File: src/rtl/lnk_ackret_pkg.sv
package lnk_ackret_pkg;
    typedef enum logic [2:0] {
        ST_RUN    = 3'd0,
        ST_REQ    = 3'd1,
        ST_WAIT   = 3'd2,
        ST_REPLAY = 3'd3,
        ST_DEAD   = 3'd4
    } ret_state_t;
endpackage

File: src/rtl/lnk_ackret_store.sv
// Retry store: one descriptor per low-order sequence-ID index.
module lnk_ackret_store #(
    parameter int AW     = 3,
    parameter int DESC_W = 16
) (
    input  logic              clk,
    input  logic              wr_en,
    input  logic [AW-1:0]     wr_idx,
    input  logic [DESC_W-1:0] wr_data,
    input  logic [AW-1:0]     rd_idx,
    output logic [DESC_W-1:0] rd_data
);
    localparam int ENTRIES = 1 << AW;

    logic [DESC_W-1:0] mem_q [ENTRIES];

    always_ff @(posedge clk) begin
        if (wr_en) mem_q[wr_idx] <= wr_data;
    end

    assign rd_data = mem_q[rd_idx];
endmodule

File: src/rtl/lnk_ackret_window.sv
// Modular window test: is probe within [base, limit) or [base, limit]?
module lnk_ackret_window #(
    parameter int ID_W      = 5,
    parameter bit INCLUSIVE = 1'b0
) (
    input  logic [ID_W-1:0] base,
    input  logic [ID_W-1:0] limit,
    input  logic [ID_W-1:0] probe,
    output logic            hit
);
    logic [ID_W-1:0] off;
    logic [ID_W-1:0] span;

    assign off  = probe - base;
    assign span = limit - base;

    generate
        if (INCLUSIVE) begin : g_incl
            assign hit = (off <= span);
        end else begin : g_strict
            assign hit = (off < span);
        end
    endgenerate
endmodule

File: src/rtl/lnk_ackret_timer.sv
// Saturating wait counter; expired while running at the final count.
module lnk_ackret_timer #(
    parameter int LIMIT = 32
) (
    input  logic clk,
    input  logic rst_n,
    input  logic run,
    output logic expired
);
    localparam int CW = $clog2(LIMIT + 1);
    localparam logic [CW-1:0] LAST = CW'(LIMIT - 1);

    logic [CW-1:0] cnt_q;

    always_ff @(posedge clk) begin
        if (!rst_n || !run) cnt_q <= '0;
        else if (cnt_q != LAST) cnt_q <= cnt_q + CW'(1);
    end

    assign expired = run && (cnt_q == LAST);
endmodule

File: src/rtl/lnk_ackret_ctrl.sv
module lnk_ackret_ctrl
    import lnk_ackret_pkg::*;
#(
    parameter int ID_W       = 5,
    parameter int DEPTH_LOG2 = 3,
    parameter int DESC_W     = 16,
    parameter int WAIT_MAX   = 32
) (
    input  logic              clk,
    input  logic              rst_n,
    input  logic              up_valid,
    input  logic [DESC_W-1:0] up_desc,
    output logic              up_ready,
    output logic              tx_valid,
    output logic [ID_W-1:0]   tx_id,
    output logic [DESC_W-1:0] tx_desc,
    input  logic              ev_ack,
    input  logic [ID_W-1:0]   ev_ack_id,
    input  logic              ev_nack,
    input  logic              ev_lresp,
    input  logic [ID_W-1:0]   ev_lresp_id,
    output logic              req_lreq,
    output logic              proto_err,
    output logic              link_fatal
);
    localparam int DEPTH = 1 << DEPTH_LOG2;
    localparam logic [ID_W-1:0] DEPTH_ID = ID_W'(DEPTH);

    ret_state_t state_q, state_d;
    logic [ID_W-1:0]   head_q, next_q, rp_q;
    logic [ID_W-1:0]   outstanding;
    logic              tx_valid_q, perr_q;
    logic [ID_W-1:0]   tx_id_q;
    logic [DESC_W-1:0] tx_desc_q;
    logic [DESC_W-1:0] rd_data;
    logic              accept, ack_hit, resp_hit, resp_ok, wait_expired, full;

    assign outstanding = next_q - head_q;
    assign full        = (outstanding == DEPTH_ID);

    lnk_ackret_store #(.AW(DEPTH_LOG2), .DESC_W(DESC_W)) store_i (
        .clk     (clk),
        .wr_en   (accept),
        .wr_idx  (next_q[DEPTH_LOG2-1:0]),
        .wr_data (up_desc),
        .rd_idx  (rp_q[DEPTH_LOG2-1:0]),
        .rd_data (rd_data)
    );

    lnk_ackret_window #(.ID_W(ID_W), .INCLUSIVE(1'b0)) ack_win_i (
        .base (head_q), .limit (next_q), .probe (ev_ack_id), .hit (ack_hit)
    );

    lnk_ackret_window #(.ID_W(ID_W), .INCLUSIVE(1'b1)) resp_win_i (
        .base (head_q), .limit (next_q), .probe (ev_lresp_id), .hit (resp_hit)
    );

    lnk_ackret_timer #(.LIMIT(WAIT_MAX)) timer_i (
        .clk     (clk),
        .rst_n   (rst_n),
        .run     (state_q == ST_WAIT),
        .expired (wait_expired)
    );

    assign resp_ok = ev_lresp && resp_hit;

    // Next-state logic
    always_comb begin
        state_d = state_q;
        unique case (state_q)
            ST_RUN:    if (ev_nack) state_d = ST_REQ;
            ST_REQ:    state_d = ST_WAIT;
            ST_WAIT: begin
                if (resp_ok)
                    state_d = (ev_lresp_id == next_q) ? ST_RUN : ST_REPLAY;
                else if (wait_expired)
                    state_d = ST_DEAD;
            end
            ST_REPLAY: begin
                if (ev_nack)                       state_d = ST_REQ;
                else if (rp_q + ID_W'(1) == next_q) state_d = ST_RUN;
            end
            ST_DEAD:   state_d = ST_DEAD;
            default:   state_d = ST_DEAD;
        endcase
    end

    // Outputs
    always_comb begin
        up_ready   = (state_q == ST_RUN) && !full;
        accept     = up_valid && up_ready;
        req_lreq   = (state_q == ST_REQ);
        link_fatal = (state_q == ST_DEAD);
        tx_valid   = tx_valid_q;
        tx_id      = tx_id_q;
        tx_desc    = tx_desc_q;
        proto_err  = perr_q;
    end

    // State register and datapath
    always_ff @(posedge clk) begin
        if (!rst_n) begin
            state_q    <= ST_RUN;
            head_q     <= '0;
            next_q     <= '0;
            rp_q       <= '0;
            tx_valid_q <= 1'b0;
            tx_id_q    <= '0;
            tx_desc_q  <= '0;
            perr_q     <= 1'b0;
        end else begin
            state_q    <= state_d;
            tx_valid_q <= 1'b0;
            perr_q     <= 1'b0;

            if (accept) begin
                tx_valid_q <= 1'b1;
                tx_id_q    <= next_q;
                tx_desc_q  <= up_desc;
                next_q     <= next_q + ID_W'(1);
            end else if (state_q == ST_REPLAY) begin
                tx_valid_q <= 1'b1;
                tx_id_q    <= rp_q;
                tx_desc_q  <= rd_data;
                rp_q       <= rp_q + ID_W'(1);
            end

            if (state_q == ST_WAIT && resp_ok) begin
                head_q <= ev_lresp_id;
                rp_q   <= ev_lresp_id;
            end else if (ev_ack && state_q != ST_DEAD && ack_hit) begin
                head_q <= ev_ack_id + ID_W'(1);
            end

            if ((ev_ack && state_q != ST_DEAD && !ack_hit) ||
                (ev_lresp && state_q == ST_WAIT && !resp_hit))
                perr_q <= 1'b1;
        end
    end
endmodule

File: config.mk
export PLATFORM = sky130hd
export DESIGN_NAME = lnk_ackret_ctrl
export DESIGN_NICKNAME = d
export VERILOG_FILES = /design/src/rtl/lnk_ackret_pkg.sv /design/src/rtl/lnk_ackret_store.sv /design/src/rtl/lnk_ackret_window.sv /design/src/rtl/lnk_ackret_timer.sv /design/src/rtl/lnk_ackret_ctrl.sv
export SDC_FILE = /design/constraint.sdc
export NUM_CORES = 1
export LEC_CHECK = 0
export ABC_AREA = 1
export BUFFER_PORTS_ARGS = -buffer_cell sky130_fd_sc_hd__buf_2
export CAP_MARGIN = 10
export CORE_MARGIN = 3
export CORE_UTILIZATION = 30
export CTS_BUF_LIST = sky130_fd_sc_hd__clkbuf_4 sky130_fd_sc_hd__clkbuf_8
export DETAILED_ROUTE_END_ITERATION = 7
export GPL_TIMING_DRIVEN = 0
export SLEW_MARGIN = 20
export SYNTH_ARGS = -nofsm -noshare
export SYNTH_HDL_FRONTEND = slang
export SYNTH_SLANG_ARGS = --single-unit
File: constraint.sdc
create_clock -name clk -period 6.4 [get_ports clk]
set_input_delay 0.32 -clock clk [delete_from_list [all_inputs] [get_ports clk]]
set_output_delay 0.32 -clock clk [all_outputs]
set_load 0.005 [all_outputs]
==> run metrics <==
outcome finished, final reports clean; DR vias 6236; Fin Setup TNS 0 ps; CP Data Required Time 6580 ps; CTS buffer count 17; CP arrival 3680 ps; Placement Rows 59; Pre-antenna DRT Iters 5; core box area 26400 sq um; CP Max Fanout 10; vias in the first global route 6026; maximum buffer depth of the clock tree 2; initial antenna violation count 1; post-synthesis sequential area ratio 59.4%; Setup Buffers After CTS 0; CP Launch Point next_q[0]; total power draw 4.01 mW; normalized max-slew margin 24.9%; clock tree sinks 178; # port buffers 56; Final min period 3490 ps; final instance area 9390 sq um; antenna cell count 0; area leader, netlist edfxtp_1; # resized after CTS 0; Vias/cell 4.91; die area 29200 sq um; critical path cell sequence inv_1, ha_1, inv_1, fa_1, nand2_1, nand2_1, nand3_1, nand2_2, a31oi_4, nand2_2, buf_2, inv_1, nand2_1, nor2_2, buf_6; count of final hold-check violations 0; Slew Limit Fails 0; non-filler cells, final 1269; library cells used by synthesis 35; worst r2r src next_q[0]; Clock Skews 13.9 ps; #FFs+latches synth 178; clock root buffer clkbuf_8; Hold Crit Start up_desc[15]; Max Cap Viol 0; io pins 58; Hold Buf Count CTS 0; Ys Warns 0; CTS tree done; H-tree levels 4; pin count of the biggest net entering global routing 19; fillers 2679; synthesized area 8160 sq um; DIE HEIGHT 171 um; Least-Margin Pin Slew 1130 ps; WS Path Type reg -> reg; CP max stage delay 520 ps; Tcrit/Tclk final 54.6%; Total Nets Final 977; first-pass GRT wire length 33600 um; Tot GR Track Use 15.1%; synthesized net count 895; gpl congestion 0.821; WL final 21600 um; total grt overflow 0; CP Buf/Inv Count 5; Area after DPL 8970 sq um; Highest Clock Rate 286 MHz; DRC viols 0; initial core utilization 30.9%; Finish-stage setup viols 0; Setup crit start kind flop; share of layout cells above drive strength 1 14.2%; Die Wd 171 um; antenna-violating nets left 0; PwrDens 427 nW/um^2; commonest non-fill, non-tap cell in the layout nand2_1; peak supply drop 0.000184 V; Slowest-stage cell, CP nor2_2; synth top area cells edfxtp_1 (47%), dfxtp_1 (12%), nand2_1 (11%); syn avg cell area 9.72 sq um; clock slew at reported path FFs 100 ps; RSZ-0062 raised after global routing no; clk_lat worst skew 480 ps; Leakage 3.67 nW; Routed wire per std cell 17.0 um; synthesized instance count 839; most frequent cells in the layout nand2_1 (237), nand3_1 (166), edfxtp_1 (128), buf_2 (62), inv_1 (52); hold crit path type in -> reg; Iter 0 DRT Violations 556; P&R area growth vs syn 15.0%; DP Cell Count 1237; Worst path top cell family by delay simple AND/OR/NAND/NOR gates; Crit. End Element flop; detailed placer's ending HPWL 15700 um; Synth top area share 47.1%
[flip-flops by register name, summed over array words and instances (netlist names), 3 cells and up, named ones only]
register and cells:
store_i.mem_q 128, tx_id 5, next_q 5, state_q 3, rp_q 5, head_q 5, timer_i.cnt_q 6, tx_desc 16
[layout make-up]
| type | instances | area [sq um] | share of cell area (%) |
|---|---|---|---|
| Clock inverter | 12 | 141 | 1.51 |
| Multi-Input combinational cell | 567 | 2950 | 31.4 |
| Clock buffer | 20 | 275 | 2.93 |
| Sequential cell | 178 | 4840 | 51.6 |
| Timing Repair Buffer | 63 | 374 | 3.99 |
| Tap cell | 335 | 419 | 4.47 |
| Buffer | 36 | 169 | 1.80 |
| Inverter | 58 | 218 | 2.32 |
[stage by stage]
stage | utilization, % | hold slack, ps | worst slack, ps
3_3_place_gp | 33.5 | 453 | 2210
6_report | 35.5 | 133 | 2910
2_1_floorplan | - | 419 | 3310
5_1_grt | 35.5 | 117 | 2660
4_1_cts | 35.5 | 114 | 2890
3_5_place_dp | 33.9 | 459 | 2910
[routing by layer]
| metal | vias up | routed length [um] | track usage [%] |
|---|---|---|---|
| met5 | - | 13 | 0 |
| met4 | 2 | 432 | 4.48 |
| met3 | 36 | 1190 | 2.96 |
| met2 | 189 | 10600 | 25.4 |
| met1 | 2944 | 9350 | 19.8 |
| li1 | 3065 | - | - |
[report_power, final]
group	switching, mW	internal (mW)	total, mW
Combinational	1.15	0.589	1.73
Clock	0.442	0.356	0.798
Sequential	0.0694	1.41	1.48
[final timing paths]
check / to / slack (ps) / cells after the start
worst min register to register: timer_i.cnt_q[4] / 470 / 2
worst max register to register: store_i.mem_q[0][4] / 2910 / 15
worst min-delay path: store_i.mem_q[2][15] / 130 / 1
worst max-delay path: store_i.mem_q[0][4] / 2910 / 15
[cells by family after synthesis]
family,synth area share (%)
AND/OR/NAND/NOR,24.6
flip-flops,59.4
buffers and inverters,4.74
AO/OA/AOI/OAI,5.31
adder cells (fa/ha/maj),3.96
XOR/XNOR,2.04
[synth_stat cells (all sizes together)]
cell type	count
a2111oi	1
o22ai	4
nand4	2
nand3b	1
o211ai	18
or2	5
buf	10
edfxtp	128
o221ai	2
xnor2	7
inv	58
nor3	10
a31oi	10
nand2	245
a221oi	1
dfxtp	50
fa	3
xor2	12
clkbuf	26
nor2	26
nand3	167
o21ai	13
ha	21
a21oi	19
No activity file was read; power rests on OpenSTA's default activity.
